===== src/rtl/sirq_host_pkg.sv =====
package sirq_host_pkg;

    typedef enum logic [2:0] {
        ST_IDLE       = 3'd0,
        ST_START_LOW  = 3'd1,
        ST_START_HIGH = 3'd2,
        ST_DATA       = 3'd3,
        ST_STOP_LOW   = 3'd4,
        ST_STOP_HIGH  = 3'd5
    } seq_state_e;

endpackage


===== src/rtl/sirq_host_width_clamp.sv =====
module sirq_host_width_clamp #(
    parameter int WIDTH_BITS = 3,
    parameter int MIN_EXTRA  = 3
) (
    input  logic [WIDTH_BITS-1:0] raw_width,
    output logic [WIDTH_BITS-1:0] eff_width
);
    localparam logic [WIDTH_BITS-1:0] MIN_V = WIDTH_BITS'(MIN_EXTRA);

    always_comb begin
        if (raw_width < MIN_V) begin
            eff_width = MIN_V;
        end else begin
            eff_width = raw_width;
        end
    end
endmodule


===== src/rtl/sirq_host_seq.sv =====
module sirq_host_seq
    import sirq_host_pkg::*;
#(
    parameter int NUM_SLOTS      = 16,
    parameter int SLOT_CLKS      = 3,
    parameter int WIDTH_BITS     = 3,
    parameter int MIN_EXTRA      = 3,
    parameter int STOP_LOW_QUIET = 2,
    parameter int STOP_LOW_CONT  = 3
) (
    input  logic                          clk,
    input  logic                          rst_n,
    input  logic [WIDTH_BITS-1:0]         start_extra,
    input  logic                          cfg_quiet_req,
    input  logic                          line_i,
    output logic                          drive_oe,
    output logic                          drive_val,
    output logic                          slot_strobe,
    output logic [$clog2(NUM_SLOTS)-1:0]  slot_idx,
    output logic                          cycle_end,
    output logic                          mode_quiet
);
    localparam int CNT_W     = WIDTH_BITS + 1;
    localparam int PH_W      = $clog2(SLOT_CLKS);
    localparam int DONE_W    = $clog2(NUM_SLOTS + 1);
    localparam int IDX_W     = $clog2(NUM_SLOTS);
    localparam int MAX_EXTRA = (1 << WIDTH_BITS) - 1;

    typedef struct packed {
        seq_state_e         st;
        logic [CNT_W-1:0]   cnt;
        logic [PH_W-1:0]    ph;
        logic [DONE_W-1:0]  done;
        logic               quiet;
        logic               next_quiet;
    } seq_regs_t;

    seq_regs_t r_q, r_d;

    always_comb begin
        r_d         = r_q;
        drive_oe    = 1'b0;
        drive_val   = 1'b0;
        slot_strobe = 1'b0;
        cycle_end   = 1'b0;
        case (r_q.st)
            ST_IDLE: begin
                if (!r_q.quiet) begin
                    r_d.st  = ST_START_LOW;
                    r_d.cnt = CNT_W'(start_extra);
                end else if (!line_i) begin
                    r_d.st  = ST_START_LOW;
                    r_d.cnt = CNT_W'(start_extra) - CNT_W'(1);
                end
            end
            ST_START_LOW: begin
                drive_oe = 1'b1;
                if (r_q.cnt == '0) begin
                    r_d.st = ST_START_HIGH;
                end else begin
                    r_d.cnt = r_q.cnt - CNT_W'(1);
                end
            end
            ST_START_HIGH: begin
                drive_oe  = 1'b1;
                drive_val = 1'b1;
                r_d.st    = ST_DATA;
                r_d.ph    = PH_W'(1);
                r_d.done  = '0;
            end
            ST_DATA: begin
                if (r_q.ph == PH_W'(SLOT_CLKS - 1)) begin
                    slot_strobe = 1'b1;
                    r_d.done    = r_q.done + DONE_W'(1);
                    r_d.ph      = '0;
                end else if (r_q.ph == PH_W'(SLOT_CLKS - 2) &&
                             r_q.done == DONE_W'(NUM_SLOTS)) begin
                    cycle_end      = 1'b1;
                    r_d.st         = ST_STOP_LOW;
                    r_d.next_quiet = cfg_quiet_req;
                    r_d.cnt        = cfg_quiet_req ? CNT_W'(STOP_LOW_QUIET - 1)
                                                   : CNT_W'(STOP_LOW_CONT - 1);
                end else begin
                    r_d.ph = r_q.ph + PH_W'(1);
                end
            end
            ST_STOP_LOW: begin
                drive_oe = 1'b1;
                if (r_q.cnt == '0) begin
                    r_d.st = ST_STOP_HIGH;
                end else begin
                    r_d.cnt = r_q.cnt - CNT_W'(1);
                end
            end
            ST_STOP_HIGH: begin
                drive_oe  = 1'b1;
                drive_val = 1'b1;
                r_d.quiet = r_q.next_quiet;
                if (r_q.next_quiet) begin
                    r_d.st = ST_IDLE;
                end else begin
                    r_d.st  = ST_START_LOW;
                    r_d.cnt = CNT_W'(start_extra);
                end
            end
            default: r_d.st = ST_IDLE;
        endcase
    end

    always_ff @(posedge clk or negedge rst_n) begin
        if (!rst_n) begin
            r_q.st         <= ST_IDLE;
            r_q.cnt        <= '0;
            r_q.ph         <= '0;
            r_q.done       <= '0;
            r_q.quiet      <= 1'b0;
            r_q.next_quiet <= 1'b0;
        end else begin
            r_q <= r_d;
        end
    end

    assign slot_idx   = r_q.done[IDX_W-1:0];
    assign mode_quiet = r_q.quiet;

    // Checker state: consecutive clocks the host has held a start pulse low.
    logic [CNT_W:0] low_run_q;
    always_ff @(posedge clk or negedge rst_n) begin
        if (!rst_n) begin
            low_run_q <= '0;
        end else if (r_q.st == ST_START_LOW) begin
            low_run_q <= low_run_q + (CNT_W+1)'(1);
        end else begin
            low_run_q <= '0;
        end
    end

    p_start_len_r1: assert property (@(posedge clk) disable iff (!rst_n)
        (r_q.st == ST_START_LOW && r_q.cnt == '0) |->
            (int'(low_run_q) + 1 >= MIN_EXTRA && int'(low_run_q) + 1 <= MAX_EXTRA + 1));

    p_high_then_release_r2: assert property (@(posedge clk) disable iff (!rst_n)
        (drive_oe && drive_val && r_q.st == ST_START_HIGH) |=> !drive_oe);

    p_cont_restart_r3: assert property (@(posedge clk) disable iff (!rst_n)
        (r_q.st == ST_STOP_HIGH && !r_q.next_quiet) |=> (drive_oe && !drive_val));

    p_quiet_wait_r4: assert property (@(posedge clk) disable iff (!rst_n)
        (r_q.st == ST_IDLE && r_q.quiet && line_i) |=> (r_q.st == ST_IDLE && !drive_oe));

    p_mode_at_stop_r8: assert property (@(posedge clk) disable iff (!rst_n)
        (r_q.st != ST_STOP_HIGH) |=> $stable(mode_quiet));
endmodule


===== src/rtl/sirq_host_sampler.sv =====
module sirq_host_sampler #(
    parameter int NUM_SLOTS = 16,
    parameter int SMI_SLOT  = 3
) (
    input  logic                          clk,
    input  logic                          rst_n,
    input  logic                          slot_strobe,
    input  logic [$clog2(NUM_SLOTS)-1:0]  slot_idx,
    input  logic                          line_i,
    input  logic                          cycle_end,
    input  logic                          cfg_slot3_smi,
    output logic [NUM_SLOTS-1:0]          irq_vec,
    output logic                          smi_active
);
    localparam int SMI_BIT = SMI_SLOT - 1;

    typedef struct packed {
        logic [NUM_SLOTS-1:0] shadow;
        logic [NUM_SLOTS-1:0] vec;
        logic                 smi;
    } samp_regs_t;

    samp_regs_t s_q, s_d;

    always_comb begin
        s_d = s_q;
        if (slot_strobe) begin
            s_d.shadow[slot_idx] = line_i;
        end
        if (cycle_end) begin
            s_d.vec = ~s_q.shadow;
            s_d.smi = 1'b0;
            if (cfg_slot3_smi) begin
                s_d.smi          = ~s_q.shadow[SMI_BIT];
                s_d.vec[SMI_BIT] = 1'b0;
            end
        end
    end

    always_ff @(posedge clk or negedge rst_n) begin
        if (!rst_n) begin
            s_q.shadow <= '1;
            s_q.vec    <= '0;
            s_q.smi    <= 1'b0;
        end else begin
            s_q <= s_d;
        end
    end

    assign irq_vec    = s_q.vec;
    assign smi_active = s_q.smi;

    p_vec_hold_r9: assert property (@(posedge clk) disable iff (!rst_n)
        !cycle_end |=> ($stable(irq_vec) && $stable(smi_active)));

    p_smi_off_r6: assert property (@(posedge clk) disable iff (!rst_n)
        (cycle_end && !cfg_slot3_smi) |=> !smi_active);

    p_smi_bit_clear_r6: assert property (@(posedge clk) disable iff (!rst_n)
        (cycle_end && cfg_slot3_smi) |=> !irq_vec[SMI_BIT]);
endmodule


===== src/rtl/sirq_host_ctrl.sv =====
module sirq_host_ctrl #(
    parameter int NUM_SLOTS      = 16,
    parameter int SLOT_CLKS      = 3,
    parameter int WIDTH_BITS     = 3,
    parameter int MIN_EXTRA      = 3,
    parameter int SMI_SLOT       = 3,
    parameter int STOP_LOW_QUIET = 2,
    parameter int STOP_LOW_CONT  = 3
) (
    input  logic                  clk,
    input  logic                  rst_n,
    input  logic [WIDTH_BITS-1:0] cfg_start_width,
    input  logic                  cfg_quiet_req,
    input  logic                  cfg_slot3_smi,
    input  logic                  sirq_i,
    output logic                  sirq_oe,
    output logic                  sirq_o,
    output logic [NUM_SLOTS-1:0]  irq_vec,
    output logic                  smi_active,
    output logic                  mode_quiet
);
    localparam int IDX_W = $clog2(NUM_SLOTS);

    logic [WIDTH_BITS-1:0] start_extra;
    logic                  slot_strobe;
    logic [IDX_W-1:0]      slot_idx;
    logic                  cycle_end;

    sirq_host_width_clamp #(
        .WIDTH_BITS (WIDTH_BITS),
        .MIN_EXTRA  (MIN_EXTRA)
    ) u_clamp (
        .raw_width (cfg_start_width),
        .eff_width (start_extra)
    );

    sirq_host_seq #(
        .NUM_SLOTS      (NUM_SLOTS),
        .SLOT_CLKS      (SLOT_CLKS),
        .WIDTH_BITS     (WIDTH_BITS),
        .MIN_EXTRA      (MIN_EXTRA),
        .STOP_LOW_QUIET (STOP_LOW_QUIET),
        .STOP_LOW_CONT  (STOP_LOW_CONT)
    ) u_seq (
        .clk           (clk),
        .rst_n         (rst_n),
        .start_extra   (start_extra),
        .cfg_quiet_req (cfg_quiet_req),
        .line_i        (sirq_i),
        .drive_oe      (sirq_oe),
        .drive_val     (sirq_o),
        .slot_strobe   (slot_strobe),
        .slot_idx      (slot_idx),
        .cycle_end     (cycle_end),
        .mode_quiet    (mode_quiet)
    );

    sirq_host_sampler #(
        .NUM_SLOTS (NUM_SLOTS),
        .SMI_SLOT  (SMI_SLOT)
    ) u_samp (
        .clk           (clk),
        .rst_n         (rst_n),
        .slot_strobe   (slot_strobe),
        .slot_idx      (slot_idx),
        .line_i        (sirq_i),
        .cycle_end     (cycle_end),
        .cfg_slot3_smi (cfg_slot3_smi),
        .irq_vec       (irq_vec),
        .smi_active    (smi_active)
    );
endmodule


===== config.mk =====
export PLATFORM = sky130hd
export DESIGN_NAME = sirq_host_ctrl
export DESIGN_NICKNAME = d
export VERILOG_FILES = /design/src/rtl/sirq_host_pkg.sv /design/src/rtl/sirq_host_width_clamp.sv /design/src/rtl/sirq_host_seq.sv /design/src/rtl/sirq_host_sampler.sv /design/src/rtl/sirq_host_ctrl.sv
export SDC_FILE = /design/constraint.sdc
export NUM_CORES = 1
export LEC_CHECK = 0
export BUFFER_PORTS_ARGS = -buffer_cell sky130_fd_sc_hd__clkbuf_2
export CAP_MARGIN = 10
export CORE_UTILIZATION = 40
export DETAILED_ROUTE_END_ITERATION = 8
export GPL_ROUTABILITY_DRIVEN = 0
export PLACE_DENSITY = 0.6
export SLEW_MARGIN = 20
export SYNTH_ARGS = -nofsm -noshare
export SYNTH_HDL_FRONTEND = slang
export SYNTH_SLANG_ARGS = --single-unit

===== constraint.sdc =====
create_clock -name clk -period 1.7 [get_ports clk]
set_input_delay 0.17 -clock clk [delete_from_list [all_inputs] [get_ports clk]]
set_output_delay 0.17 -clock clk [all_outputs]
set_load 0.03 [all_outputs]

==> results by group <==
Detailed routing
  – Vias per cell: ~5.0
  – Initial DRT Pass Iterations: 4
  – Total Wirelength: just under 5000 um
  – Routed Antenna Nets: 0
  – WL/cell: ~13 um
  – DR iter-0 viols: 56
  – DRC viols: 0
  – Via Count: approximately 1900

Global routing
  – Initial antenna violation count: 0
  – Global-route wire length before repair: roughly 8600 um
  – Largest net degree at the start of global routing: 50
  – Vias in the first global route: approximately 1900
  – Grt ovf: 0
  – GRT Resource Usage Total: between 10% and 20%

Synth
  – Synth area leader: dfrtp_1
  – Mapped Avg Cell Area: a little over 10 um^2
  – Synth Flop Type: dfrtp_1
  – Top cell type's share of synthesized area: a little under a third
  – #FFs+latches synth: 49
  – Register area share after synthesis: 47.4%
  – Area contributors post-synth: dfrtp_1, dfstp_2, buf_4, nand2_1, mux2_2
  – Post-synth ARST share: 100%
  – Syn Inst Count: between 200 and 300
  – Yosys warnings: 0
  – Post-synthesis net count: ~270
  – Mapped Area: about 2600 um^2
  – Synth unique cells: 49
  – Number of flops mapped to enable cells by yosys: 0

Power and ir drop
  – Static Leak: ~1.5 nW
  – PD cells: about 630 nW/um^2
  – Maximum VDD drop: between 0.3 and 0.4 mV

Placed design
  – I/O Buffers: 27
  – Final HPWL DP: about 3500 um
  – Dpl cell area: about 2900 um^2
  – Placed insts: between 300 and 400

STA
  – Period minus WS final: between 1500 and 2000 ps
  – Max-slew headroom: roughly four fifths
  – Hold Vio Cnt, Final: 0
  – RSZ-0062 raised after global routing: yes
  – Clock Skew: ~5.5 ps
  – Worst Max-Slew Pin Slew: 297 ps
  – Setup ws final: -28.1 ps
  – Slew Viols, Final: 0
  – Max Fclk: roughly 580 MHz
  – Final period utilization: 102%
  – Final setup fails: 2
  – Fin Setup TNS: -52.8 ps

Critical path
  – Startpoint Class: flip-flop
  – Max Fanout on Critical Path: 3
  – Worst path required time: ~1900 ps
  – Arr. time, crit path: about 1900 ps
  – Endpoint type of the worst setup path: flip-flop
  – Worst-path cell chain: inv_2, ha_4, or3b_4, nor3_4, nor4_2, nand2_2, mux2_4
  – Crit path largest cell delay: roughly 400 ps
  – CP delay by family, top: simple AND/OR/NAND/NOR gates
  – Crit-path slowest cell: or3b_4
  – Category of the most critical setup path: reg -> reg
  – CP bufs+invs: 1

Final layout
  – Post-layout util: around 49%
  – ANT cells: 0
  – Synth-to-layout area growth: 19.0%
  – Share of cells above drive strength 1: between 40% and 50%
  – Fin nets: just over 300
  – Post-route cell area: around 3100 um^2
  – # fillers: ~590
  – Finished Layout Cells: 371

Floorplanning
  – Die Y: around 83 um
  – Initial core utilization: between 40% and 50%
  – Num rows: 29
  – I/O pins: 28
  – Die W: between 80 and 90 um
  – Core area: 6350 um^2
  – DIE AREA: between 6000 and 7000 um^2

Worst hold path
  – Worst min path class: in -> reg

CTS
  – H-tree Lvls: 2
  – CTS root buf: clkbuf_8
  – Clock Path Buffers: 2
  – Inserted Clock Buffers: 5
  – Worst skew pair latency: ~300 ps
  – Total clock sinks: 49
  – CTS tree: done
  – Worst-path clk slew: 90 ps

Run status
  – Status: finished, violations left
  – Failing checks: setup timing

Job
  – MaxCap Viol Count: 0
==> layout make-up <==
type | count | area, um^2 | share of cell area (%)
multi-input combinational | 169 | 1220 | 38.9
timing repair buffer | 61 | 452 | 14.4
sequential | 49 | 1250 | 39.9
tap | 77 | 96.3 | 3.08
clock buffer | 5 | 68.8 | 2.20
inverter | 7 | 26.3 | 0.839
clock inverter | 3 | 21.3 | 0.679
==> through the flow <==
stage	setup WS, ps	hold slack (ps)	power (mW)
global route	-89.2	58.0	2.07
floorplan	5.04	-126	1.26
global placement	0.567	182	1.31
detailed placement	-55.6	182	1.31
finish	-28.1	69.1	1.98
CTS	-13.4	55.4	2.02
==> layout by cell type, fill, tap and decap left out, drive strengths merged, types with 2 or more instances in the layout <==
cell type  instances
a21oi              7
buf               35
clkbuf            30
dfrtp             33
dfstp             16
ha                 6
inv                8
mux2              20
mux2i              3
nand2             34
nand2b             4
nand3             12
nand3b             3
nand4              5
nor2              20
nor2b              3
nor3               4
nor4               2
o21ai             18
o22ai              3
o31ai              2
xnor2              3
xor2               6
==> flip-flops by register name, summed over array words and instances, names as in the netlist <==
| name | flops |
|---|---|
| u_samp.s_q | 16 |
| u_samp.irq_vec | 16 |
| u_seq.r_q | 11 |
| u_seq.mode_quiet | 1 |
| u_seq.slot_idx | 4 |
| u_samp.smi_active | 1 |
==> power by group <==
group          total [mW]  switching [mW]  leakage, nW  internal [mW]
Combinational      0.0752          0.0424        0.899         0.0328
Clock               0.696           0.404       0.0445          0.293
Sequential           1.21          0.0108        0.581           1.20
==> cells in the mapped netlist, types with 3 or more instances <==
library cell,instances
dfrtp_1,33
nand2_1,32
buf_4,18
nor2_1,18
dfstp_2,16
o21ai_1,15
nand3_1,12
mux2_2,10
mux2_1,8
a21oi_1,7
buf_2,6
ha_1,6
inv_1,6
xor2_1,6
nand4_1,5
nand2b_1,4
clkbuf_1,3
mux2i_1,3
nor2b_1,3
nor3_1,3
o21ai_0,3
o22ai_1,3
==> cell families (layout without fill, tap and decap cells) <==
family	count (synthesis)	count (layout)	synth area share (%)
mux	23	23	9.99
flops	49	49	47.4
xor+xnor	9	9	3.71
simple gates	94	94	19.2
compound gates	37	37	8.32
buf+inv	36	76	8.56
fa+ha+maj	6	6	2.85
==> repair_timing <==
item	in CTS	in global routing
resized for setup	5	13
setup buffers	5	0
endpoints found under the setup margin	4	23
endpoints found under the hold margin	33	0
pin swaps	1	1
hold buffers	1	0
==> worst paths after layout <==
check                                        start            endpoint  slack [ps]  cells after the start
worst min-delay path                 cfg_slot3_smi   u_samp.irq_vec[2]          70                      2
min in group asynchronous                    rst_n  u_samp.irq_vec[13]         380                      3
worst min register to register  u_samp.irq_vec[12]  u_samp.irq_vec[12]         490                      2
max in group asynchronous                    rst_n      u_samp.s_q[18]        1040                      3
worst max register to register        u_seq.r_q[9]       u_seq.r_q[10]         -30                      7
worst max-delay path                  u_seq.r_q[9]       u_seq.r_q[10]         -30                      7
==> per-layer routing <==
| layer | routed length [um] | share of wire, % | track usage (%) | up-vias |
|---|---|---|---|---|
| li1 | - | - | - | 939 |
| met1 | 2330 | 48 | 20.3 | 890 |
| met2 | 2300 | 47 | 25.3 | 35 |
| met3 | 146 | 3.0 | 3.08 | 7 |
| met4 | 64 | 1.3 | 4.70 | 0 |
| met5 | 0 | 0 | 0 | - |
No activity file was read; power rests on OpenSTA's default activity.
